$ cat src/rtl/cmt_pkg.sv
package cmt_pkg;

    // Count clock selection codes held in control/status bits 1:0
    typedef enum logic [1:0] {
        CKS_DIV8   = 2'd0,
        CKS_DIV32  = 2'd1,
        CKS_DIV128 = 2'd2,
        CKS_DIV512 = 2'd3
    } cks_e;

    localparam int PSC_W        = 9;
    localparam int CSR_FLAG_BIT = 7;
    localparam int CSR_IE_BIT   = 6;
    localparam int CSR_BITS     = 8;

    // Per-channel control/status content
    typedef struct packed {
        logic flag;
        logic ie;
        cks_e cks;
    } csr_t;

    // Register slots inside one channel block (word offsets)
    typedef enum logic [1:0] {
        SLOT_CSR = 2'd0,
        SLOT_CNT = 2'd1,
        SLOT_CMP = 2'd2
    } slot_e;

    // Terminal prescaler count for a given selection
    function automatic logic [PSC_W-1:0] psc_last(input cks_e sel);
        case (sel)
            CKS_DIV8:   psc_last = PSC_W'(7);
            CKS_DIV32:  psc_last = PSC_W'(31);
            CKS_DIV128: psc_last = PSC_W'(127);
            default:    psc_last = PSC_W'(511);
        endcase
    endfunction

    // Control/status word as seen on the bus
    function automatic logic [CSR_BITS-1:0] csr_pack(input csr_t c);
        csr_pack = {c.flag, c.ie, 4'b0000, c.cks};
    endfunction

endpackage

$ cat src/rtl/cmt_prescaler.sv
module cmt_prescaler
    import cmt_pkg::*;
(
    input  logic clk,
    input  logic rst,
    input  logic run_i,
    input  cks_e cks_i,
    output logic tick_o
);

    logic [PSC_W-1:0] pc_q;
    logic             at_last;

    assign at_last = (pc_q == psc_last(cks_i));
    assign tick_o  = run_i && at_last;

    always_ff @(posedge clk) begin
        if (rst || !run_i) begin
            pc_q <= '0;
        end else if (at_last) begin
            pc_q <= '0;
        end else begin
            pc_q <= pc_q + PSC_W'(1);
        end
    end

    // a stopped prescaler sits at zero so the restart phase is known
    p_restart_zero_r4: assert property (@(posedge clk) disable iff (rst)
        !run_i |=> (pc_q == '0));

endmodule

$ cat src/rtl/cmt_channel.sv
module cmt_channel
    import cmt_pkg::*;
#(
    parameter int CNT_W = 16
) (
    input  logic             clk,
    input  logic             rst,
    input  logic             run_i,
    input  logic             tick_i,
    input  logic             csr_we,
    input  logic             cnt_we,
    input  logic             cmp_we,
    input  logic [CNT_W-1:0] wdata,
    output csr_t             csr_o,
    output logic [CNT_W-1:0] cnt_o,
    output logic [CNT_W-1:0] cmp_o,
    output logic             irq_o
);

    csr_t             csr_q;
    logic [CNT_W-1:0] cnt_q;
    logic [CNT_W-1:0] cmp_q;
    logic [CNT_W-1:0] pend_val_q;
    logic [1:0]       pend_q;
    logic             load_now;
    logic             match_ev;

    assign load_now = tick_i && (pend_q == 2'd1) && !cnt_we;
    assign match_ev = tick_i && !load_now && (cnt_q == cmp_q);

    always_ff @(posedge clk) begin
        if (rst) begin
            csr_q      <= '{flag: 1'b0, ie: 1'b0, cks: CKS_DIV8};
            cnt_q      <= '0;
            cmp_q      <= '1;
            pend_val_q <= '0;
            pend_q     <= 2'd0;
        end else begin
            if (cmp_we) begin
                cmp_q <= wdata;
            end

            if (csr_we) begin
                csr_q.ie  <= wdata[CSR_IE_BIT];
                csr_q.cks <= cks_e'(wdata[1:0]);
            end

            // match has priority over a software clear
            if (match_ev) begin
                csr_q.flag <= 1'b1;
            end else if (csr_we && !wdata[CSR_FLAG_BIT]) begin
                csr_q.flag <= 1'b0;
            end

            if (cnt_we) begin
                pend_val_q <= wdata;
                pend_q     <= 2'd2;
            end else if (tick_i && pend_q != 2'd0) begin
                pend_q <= pend_q - 2'd1;
            end

            if (tick_i) begin
                if (load_now) begin
                    cnt_q <= pend_val_q;
                end else if (cnt_q == cmp_q) begin
                    cnt_q <= '0;
                end else begin
                    cnt_q <= cnt_q + CNT_W'(1);
                end
            end
        end
    end

    assign csr_o = csr_q;
    assign cnt_o = cnt_q;
    assign cmp_o = cmp_q;
    assign irq_o = csr_q.flag && csr_q.ie;

    // an equal count on a plain tick wraps to zero and raises the flag
    p_wrap_flag_r5: assert property (@(posedge clk) disable iff (rst)
        (tick_i && (cnt_q == cmp_q) && (pend_q != 2'd1)) |=> ((cnt_q == '0) && csr_q.flag));

    // a clearing write with no tick leaves the flag low
    p_clear_flag_r7: assert property (@(posedge clk) disable iff (rst)
        (csr_we && !wdata[CSR_FLAG_BIT] && !tick_i) |=> !csr_q.flag);

    // the interrupt level holds while the control word is not written
    p_irq_hold_r9: assert property (@(posedge clk) disable iff (rst)
        (irq_o && !csr_we) |=> irq_o);

    // a stopped channel neither moves nor flags
    p_stopped_hold_r11: assert property (@(posedge clk) disable iff (rst)
        !run_i |=> ($stable(cnt_q) && !$rose(csr_q.flag)));

endmodule

$ cat src/rtl/cmt_timer.sv
module cmt_timer
    import cmt_pkg::*;
#(
    parameter int NCH   = 2,
    parameter int CNT_W = 16,
    parameter int AW    = 8
) (
    input  logic             clk,
    input  logic             rst,
    input  logic [AW-1:0]    bus_addr,
    input  logic             bus_we,
    input  logic [CNT_W-1:0] bus_wdata,
    output logic [CNT_W-1:0] bus_rdata,
    output logic [NCH-1:0]   irq_o
);

    localparam int ACC_B = CNT_W / 8;
    localparam int BLK_B = 3 * ACC_B;

    logic [NCH-1:0]   run_q;
    logic             run_sel;
    logic [NCH-1:0]   csr_sel;
    logic [NCH-1:0]   cnt_sel;
    logic [NCH-1:0]   cmp_sel;
    logic [NCH-1:0]   tick_w;
    csr_t             csr_w [NCH];
    logic [CNT_W-1:0] cnt_w [NCH];
    logic [CNT_W-1:0] cmp_w [NCH];

    assign run_sel = (bus_addr == AW'(0));

    always_ff @(posedge clk) begin
        if (rst) begin
            run_q <= '0;
        end else if (bus_we && run_sel) begin
            run_q <= bus_wdata[NCH-1:0];
        end
    end

    for (genvar n = 0; n < NCH; n++) begin : g_ch
        localparam int BASE = ACC_B + BLK_B * n;

        assign csr_sel[n] = (bus_addr == AW'(BASE + int'(SLOT_CSR) * ACC_B));
        assign cnt_sel[n] = (bus_addr == AW'(BASE + int'(SLOT_CNT) * ACC_B));
        assign cmp_sel[n] = (bus_addr == AW'(BASE + int'(SLOT_CMP) * ACC_B));

        cmt_prescaler u_psc (
            .clk    (clk),
            .rst    (rst),
            .run_i  (run_q[n]),
            .cks_i  (csr_w[n].cks),
            .tick_o (tick_w[n])
        );

        cmt_channel #(.CNT_W(CNT_W)) u_ch (
            .clk    (clk),
            .rst    (rst),
            .run_i  (run_q[n]),
            .tick_i (tick_w[n]),
            .csr_we (bus_we && csr_sel[n]),
            .cnt_we (bus_we && cnt_sel[n]),
            .cmp_we (bus_we && cmp_sel[n]),
            .wdata  (bus_wdata),
            .csr_o  (csr_w[n]),
            .cnt_o  (cnt_w[n]),
            .cmp_o  (cmp_w[n]),
            .irq_o  (irq_o[n])
        );
    end

    always_comb begin
        bus_rdata = '0;
        if (run_sel) begin
            bus_rdata[NCH-1:0] = run_q;
        end
        for (int n = 0; n < NCH; n++) begin
            if (csr_sel[n]) begin
                bus_rdata = {{(CNT_W-CSR_BITS){1'b0}}, csr_pack(csr_w[n])};
            end
            if (cnt_sel[n]) begin
                bus_rdata = cnt_w[n];
            end
            if (cmp_sel[n]) begin
                bus_rdata = cmp_w[n];
            end
        end
    end

    // no channel ticks while its run bit is clear
    p_tick_needs_run_r3: assert property (@(posedge clk) disable iff (rst)
        (tick_w & ~run_q) == '0);

endmodule

$ cat config.mk
export PLATFORM = sky130hd
export DESIGN_NAME = cmt_timer
export DESIGN_NICKNAME = d
export VERILOG_FILES = /design/src/rtl/cmt_pkg.sv /design/src/rtl/cmt_prescaler.sv /design/src/rtl/cmt_channel.sv /design/src/rtl/cmt_timer.sv
export SDC_FILE = /design/constraint.sdc
export NUM_CORES = 1
export LEC_CHECK = 0
export BUFFER_PORTS_ARGS = -buffer_cell sky130_fd_sc_hd__clkbuf_2
export CAP_MARGIN = 20
export CORE_ASPECT_RATIO = 1.2
export CORE_MARGIN = 1.5
export CORE_UTILIZATION = 55
export DETAILED_ROUTE_END_ITERATION = 10
export PLACE_DENSITY = 0.82
export SLEW_MARGIN = 20
export SYNTH_ARGS = -nofsm -noshare
export SYNTH_HDL_FRONTEND = slang
export SYNTH_SLANG_ARGS = --single-unit
$ cat constraint.sdc
create_clock -name clk -period 2.6 [get_ports clk]
set_input_delay 0.13 -clock clk [delete_from_list [all_inputs] [get_ports clk]]
set_output_delay 0.13 -clock clk [all_outputs]
set_load 0.05 [all_outputs]
After elaboration in Yosys (flattened, before gate mapping)
Cells that the tools add are included.
{"block": "word_totals", "input_bits": 27, "regBits": 128}
{"block": "classes", "n_reduce_logical": 45, "n_addsub": 6, "n_mux": 21, "n_eq_ne": 16}
{"cell": "16-bit 2-to-1 mux", "n": 9}
{"cell": "9-bit case mux with 3 select lines", "n": 2}
{"cell": "16-bit by 1-bit adder with 16-bit output (second input constant)", "n": 2}
{"cell": "16-bit equality test", "n": 2}
{"cell": "8-bit by 4-bit equality test with 1-bit output (second input constant)", "n": 3}
{"cell": "1-bit logical AND", "n": 23}
{"cell": "9-bit by 1-bit adder with 9-bit output (second input constant)", "n": 2}
{"cell": "9-bit equality test", "n": 2}
{"cell": "8-bit by 3-bit equality test with 1-bit output (second input constant)", "n": 2}
{"cell": "2-bit nonzero test", "n": 6}
{"cell": "2-bit 2-to-1 mux", "n": 5}
{"cell": "2-bit by 1-bit equality test with 1-bit output (second input constant)", "n": 4}
{"cell": "8-bit by 2-bit equality test with 1-bit output (second input constant)", "n": 1}
{"cell": "8-bit zero test", "n": 1}
{"cell": "8-bit 2-to-1 mux", "n": 1}
{"cell": "2-bit OR reduction", "n": 4}
{"cell": "1-bit zero test", "n": 7}
{"cell": "2-bit equality test (second input constant)", "n": 2}
{"cell": "2-bit zero test", "n": 2}
{"cell": "1-bit 2-to-1 mux", "n": 4}
{"cell": "2-bit by 1-bit subtractor with 2-bit output (second input constant)", "n": 2}
{"cell": "1-bit logical OR", "n": 2}

Logic depth before layout (Yosys ltp)
Gate-level depths: netlist (run 1).
{"block": "logic_depth", "ltp_word": 10, "depth_mapped": 10, "mapped_depth_nobuf": 8}

Hierarchy
From an unflattened synthesis (run 1), not the netlist that was laid out.
{"block": "hier_totals", "hier_cells": 823, "area_unflattened_um2": 7109.3}
{"mod": "cmt_channel at g_ch[1].u_ch", "area_per_inst_um2": 2725.1, "n_inst": 1, "seq_area_each_um2": 1081.0, "cells_per_inst": 302}
{"mod": "cmt_channel at g_ch[0].u_ch", "area_per_inst_um2": 2663.8, "n_inst": 1, "seq_area_each_um2": 1081.0, "cells_per_inst": 301}
{"mod": "cmt_timer", "area_per_inst_um2": 864.6, "n_inst": 1, "seq_area_each_um2": 40.0, "cells_per_inst": 118}
{"mod": "cmt_prescaler", "area_per_inst_um2": 427.9, "n_inst": 2, "seq_area_each_um2": 180.2, "cells_per_inst": 51}

Worst setup path before layout (run 1)
No wires, ideal clock.
{"block": "synth_timing", "path_type": "input -> output", "startpoint": "in bus_addr[5]", "endpoint": "out bus_rdata[11]", "slack_ps": 32, "arrival_time_ps": 2438, "cell_stages": 6, "path_cell_list": "or4_4 > or2_2 > buf_2 > nor3_2 > a22oi_1 > a31oi_1"}
{"block": "synth_via", "elab_chain_cells": 6, "word_cells_on_any_way": 10, "cone_classes": "eq/ne: 5; mux: 5"}
{"element": "start: declaration", "line_no": "cmt_timer.sv:10", "source": "input logic [AW-1:0] bus_addr,"}
{"element": "8-bit by 3-bit equality test with 1-bit output", "line_no": "cmt_timer.sv:44", "source": "assign cnt_sel[n] = (bus_addr == AW'(BASE + int'(SLOT_CNT) * ACC_B));"}
{"element": "16-bit 2-to-1 mux", "line_no": "cmt_timer.sv:80", "source": "if (cnt_sel[n]) begin"}
{"element": "16-bit 2-to-1 mux", "line_no": "cmt_timer.sv:83", "source": "if (cmp_sel[n]) begin"}
{"element": "16-bit 2-to-1 mux", "line_no": "cmt_timer.sv:77", "source": "if (csr_sel[n]) begin"}
{"element": "16-bit 2-to-1 mux", "line_no": "cmt_timer.sv:80"}
{"element": "16-bit 2-to-1 mux *", "line_no": "cmt_timer.sv:83"}
{"element": "end: declaration", "line_no": "cmt_timer.sv:13", "source": "output logic [CNT_W-1:0] bus_rdata,"}
Every way passes the cells marked *; elsewhere a longest branch is shown, timed or not.

Worst setup path after layout (run 1)
{"block": "layout_timing", "startpoint": "in bus_addr[5]", "endpoint": "out bus_rdata[3]"}
Same word-level chain as after synthesis.

==> results.cfg, run 1 <==
[critical_path]
endpoint_kind = output port
crit_chain = clkbuf_2 > or4_4 > or2_2 > nor3_2 > buf_4 > a222oi_1 > a21oi_1 > buf_12
arrival_ps = 2150
critPathRequiredTime_ps = 2470
critPathSlowestCell = or4_4
cp_max_fo = 10
crit_type = primary input to output port
critPathTopFamily = simple AND/OR/NAND/NOR gates
worst-path-buf-inv = 3
crit_path_max_incr_delay_ps = 530
critPathLaunchType = primary input

[power]
powerDensity_nw_per_um2 = 582
vdd_drop_max_mv = 0.299
power_leakage_nw = 2.89
total_power_mw = 4.59

[clocking]
clk_pin_slew_ps = 60
ctsLongestPathBuffers = 2
cts_sinks = 128
post-cts-setup-buffer-count = 0
holdBufCountCts = 0
tritoncts = done
cts_resized = 0
ctsRootBufferMaster = clkbuf_16
cts_made_buffers = 17
cts_max_level = 4
clkLatencyLatePin_ps = 420

[global_routing]
grt_pass1_wl_mm = 30.1
grt_max_degree = 44
antenna_found_initial = 0
grt_pass1_vias = 6177
grt_overflow = 0
grtUsageTotal_pct = 30.3

[final_layout]
nFillCells = 941
nets = 945
antennaDiodeCount = 0
drive_above_1_share_pct = 12.6
area_growth_pct = 18.9

[synth]
yosys.area.top_type = dfxtp_1
syn-instance-count = 871
synth_cell_types = 65
synth_edf_count = 0
synth.most_common_cell = nand2_1
ys_ff_latch = 128
syn-cell-area_um2 = 6640
synthFlopType = dfxtp_1
yosys_warnings = 0
synthTopCellsByArea = dfxtp_1 (39%), nand2_1 (10%), xnor2_1 (5.3%)
syn-num-nets = 906
synth_top_cell_area_share_pct = 38.6
syn_area_per_cell_um2 = 7.63
ys_seq_area_share_pct = 38.6
synthTopCellsByCount = nand2_1 (178), dfxtp_1 (128), nor2_1 (78)
synthArstFlopShare_pct = 0

[detailed_routing]
drt-total-wl_mm = 18.3
remaining_drc_errors = 0
num_vias = 6629
drtIter0Drc = 600
antenna_left = 0
avgRoutedWirePerCell_um = 17.0
vias_per_cell = 6.15
dr.pass1.iters = 8

[die]
ios = 45
fp.coreArea_um2 = 11700
start_util_pct = 56.9
die_w_um = 103
die_y_um = 123
rows = 43
die_area_um2 = 12800

[min_path]
hold_path.class = primary input to flip-flop

[sta]
drv_slew = 0
slew_headroom_pct = 45.6
max_freq_ghz = 0.439
hold_viol = 0
min_period_over_period_pct = 87.7
tightest_slew_ps = 811
worst_slack_ps = 320
setup-violations-final = 0
rsz0062_at_grt = no
fin_crit_ps = 2280
skew_ps = 8.06
finalSetupTns_ps = 0

[placement]
port_buffers = 44
gp_congestion = 0.885
dp_hpwl_mm = 12.7
dp_slack_ps = 377

[run]
cap_violations = 0

[outcome]
run_status = complete, no violations
[tightest hold or removal path, cell delays in order]
cell and delay [ps]:
clkbuf_2 130, nand2_1 70, a21oi_1 50
[per-stage QoR]
step | std cells | util, % | hold slack (ps) | area, µm²
floorplan | 871 | - | 254 | 6640
global placement | 1048 | 62.5 | 425 | 7300
detailed placement | 1048 | 62.5 | 429 | 7300
CTS | 1078 | 67.6 | 4.90 | 7900
global route | 1078 | 67.6 | 21.1 | 7900
finish | 1078 | 67.6 | 9.65 | 7900
[area by class of cell]
cell class	instances	area, µm²	share of cell area (%)
timing repair buffer	76	683	8.65
tap	157	196	2.49
multi-input combinational	659	3750	47.5
clock buffer	24	492	6.23
inverter	28	105	1.33
clock inverter	6	105	1.33
sequential	128	2560	32.5
[flip-flops by register name (all words and copies together) (netlist names)]
name / count
g_ch.u_ch.pend_val_q: 32
g_ch.u_ch.pend_q: 4
g_ch.u_ch.cmp_o: 32
run_q: 2
g_ch.u_ch.cnt_o: 32
g_ch.u_psc.pc_q: 18
g_ch.u_ch.csr_o: 8
[kinds of logic after synthesis]
group / Yosys count / synth area share (%)
simple gates: 400 / 27.4
compound gates: 193 / 19.5
flops: 128 / 38.6
buf+inv: 84 / 5.14
xor+xnor: 48 / 6.33
mux: 10 / 1.53
fa+ha+maj: 8 / 1.51
[power by group]
| part | switching [mW] | total [mW] | leakage [nW] | internal, mW |
|---|---|---|---|---|
| logic | 0.118 | 0.182 | 1.57 | 0.0633 |
| clock network | 0.821 | 2.41 | 0.296 | 1.59 |
| registers | 0.0226 | 2.00 | 1.03 | 1.98 |
[path summary, 6_finish.rpt]
kind / startpoint / end / slack, ps / cells past startpoint
worst min register to register: g_ch[0].u_psc.pc_q[0] / g_ch[0].u_psc.pc_q[0] / 450 / 1
worst max-delay path: bus_addr[5] / bus_rdata[3] / 320 / 8
worst max register to register: g_ch[0].u_psc.pc_q[0] / g_ch[0].u_ch.cnt_o[5] / 400 / 7
worst min-delay path: bus_wdata[4] / g_ch[1].u_ch.pend_val_q[4] / 10 / 3
[layer usage]
layer  vias to the layer above  track usage [%]  part of all wire, %
met5                         -                0                    0
li1                       3170                -                    -
met3                        54             5.88                  7.5
met2                       281             50.9                   49
met4                         0             13.3                  3.3
met1                      3124             37.6                   40
[cell usage in the layout, fill, tap and decap left out, types with 8 or more instances in the layout]
master,count
xor2_1,8
mux2i_1,9
clkbuf_2,30
o31ai_1,10
nor2_1,78
ha_1,8
dfxtp_1,128
o41ai_1,8
nor3_1,18
buf_4,31
a21oi_1,65
and3_1,12
xnor2_1,40
clkbuf_16,17
inv_1,27
o21ai_0,18
nand2_1,178
nand3_1,57
a22oi_1,17
a211oi_1,9
buf_12,15
nand4_1,15
Note: power is estimated with default switching activity, not from simulation.
==> run 2: changes to the inputs <==
==> constraint.sdc (replaced) <==
create_clock -name clk -period 2.6 [get_ports clk]
set_input_delay 0.26 -clock clk [delete_from_list [all_inputs] [get_ports clk]]
set_output_delay 0.26 -clock clk [all_outputs]
set_load 0.05 [all_outputs]
==> run 2 against run 1 <==
Die area is the same. First-iteration DRC count shrank 4.0%. Utilization increased by 0.15 points. Cell area up 0.22%. Worst setup slack got worse by 200 ps. Combinational power hardly changed. Clock skew is 0.53 ps lower. Critical endpoint is now bus_rdata[8]. Global-route usage is 0.46 points higher. Largest power group unchanged. Clock power grew 11%. Routed wire length increased by 2.1%. Cell count increased by 0.56%.
==> results.cfg, run 2 (synthesized netlist as in run 1, its figures left out) <==
[outcome]
run_status = complete, no violations

[global_routing]
grt_pass1_wl_mm = 30.4
grt_overflow = 0
antenna_found_initial = 0
grt_pass1_vias = 6275
grtUsageTotal_pct = 30.8
grt_max_degree = 50

[critical_path]
rrSetupSlack_ps = 330
critPathRequiredTime_ps = 2340
r2r_cells = 6
worst-path-buf-inv = 3
critPathLaunchType = primary input
cp_max_fo = 10
crit_type = primary input to output port
arrival_ps = 2220
r2r_end = g_ch[0].u_ch.cnt_o[11]
r2r-start = g_ch[0].u_psc.pc_q[0]
critPathTopFamily = simple AND/OR/NAND/NOR gates
endpoint_kind = output port
crit_chain = clkbuf_2 > or4_4 > or2_2 > nor3_2 > buf_4 > a22oi_1 > a31oi_2 > clkbuf_2
crit_top_cell = clkbuf_2
critPathSlowestCell = or4_4
crit_path_max_incr_delay_ps = 540

[detailed_routing]
avgRoutedWirePerCell_um = 17.3
drt-total-wl_mm = 18.7
drtIter0Drc = 576
remaining_drc_errors = 0
dr.pass1.iters = 6
antenna_left = 0
vias_per_cell = 6.21
num_vias = 6732

[final_layout]
layout_common_cells = nand2_1 (178), dfxtp_1 (128), nor2_1 (78), a21oi_1 (60), nand3_1 (57)
fin_cells = 1084
layout_commonest_cell = nand2_1
area_growth_pct = 19.1
nFillCells = 916
final_area_um2 = 7910
regArea_um2 = 2560
drive_above_1_share_pct = 14.8
nets = 949
antennaDiodeCount = 0
multi_input_area_um2 = 3820

[sta]
hold_viol = 0
setup-violations-final = 0
skew_ps = 7.53
fin_crit_ps = 2480
tightest_slew_ps = 731
rsz0062_at_grt = no
slew_headroom_pct = 51.1
drv_slew = 0
max_freq_ghz = 0.403
min_period_over_period_pct = 95.4

[die]
ios = 45
fp.coreArea_um2 = 11700
die_area_um2 = 12800
rows = 43
die_y_um = 123
die_w_um = 103
start_util_pct = 56.9

[placement]
port_buffers = 44
gp_congestion = 0.940
place_area_um2 = 7250
dp_cells = 1052
dp_hpwl_mm = 12.9

[clocking]
cts_made_buffers = 17
ctsLongestPathBuffers = 2
cts_sinks = 128
holdBufCountCts = 0
clk_pin_slew_ps = 60
cts_resized = 0
tritoncts = done
clkLatencyLatePin_ps = 420
cts_max_level = 4
ctsRootBufferMaster = clkbuf_16
post-cts-setup-buffer-count = 0

[min_path]
min_path_cells = 3
hp-start = bus_wdata[11]
hold_path.class = primary input to flip-flop
min_to = g_ch[0].u_ch.pend_val_q[11]

[power]
powerDensity_nw_per_um2 = 613
power_leakage_nw = 2.90
total_power_mw = 4.85
vdd_drop_max_mv = 0.400

[run]
cap_violations = 0
## run 2: cell types whose count changed in the layout (fill, tap and decap cells not counted), sizes merged
cell,change
bufinv,+2
buf,-6
clkbuf,+6
clkinvlp,+3
clkinv,+1
## run 2: worst min-delay path, stage by stage
cell and delay, ps:
clkbuf_2 130, nand2_1 70, a21oi_1 50
## run 2: area by class of cell
cell class              instances  area share, %
multi-input cells             659           48.3
flip-flops and latches        128           32.4
repair buffers                 80           7.11
clock buffers                  20           5.77
clock inverters                12           2.62
well taps                     157           2.48
inverters                      28           1.33
## run 2: worst max-delay path by stage
stage	from	to	cells after the start
2_1_floorplan	bus_addr[5]	bus_rdata[0]	5
3_3_place_gp	bus_addr[5]	bus_rdata[8]	8
3_5_place_dp	bus_addr[5]	bus_rdata[8]	8
4_1_cts	bus_addr[5]	bus_rdata[8]	8
5_1_grt	bus_addr[5]	bus_rdata[9]	8
6_report	bus_addr[5]	bus_rdata[8]	8
## run 2: routing by layer
metal | up-vias | share of wire (%) | track usage [%]
met4 | 0 | 3.4 | 15.1
met1 | 3132 | 39 | 38.2
met3 | 66 | 7.6 | 5.43
met2 | 343 | 49 | 51.3
met5 | - | 0 | 0
li1 | 3191 | - | -
## run 2: through the flow
stage / hold WS (ps) / util, % / setup slack (ps) / setup TNS [ps]
2_1_floorplan: 384 / - / -28.0 / -84.1
3_3_place_gp: 432 / 62.1 / 166 / 0
3_5_place_dp: 440 / 62.1 / 153 / 0
4_1_cts: 124 / 67.8 / 152 / 0
5_1_grt: 143 / 67.8 / 45.1 / 0
6_report: 131 / 67.8 / 120 / 0
## run 2: where the power goes
group,leakage (nW),total (mW),switching [mW],internal (mW)
Clock,0.313,2.67,0.914,1.76
Combinational,1.55,0.181,0.118,0.0622
Sequential,1.03,2.00,0.0251,1.97
Total,2.90,4.85,1.06,3.79
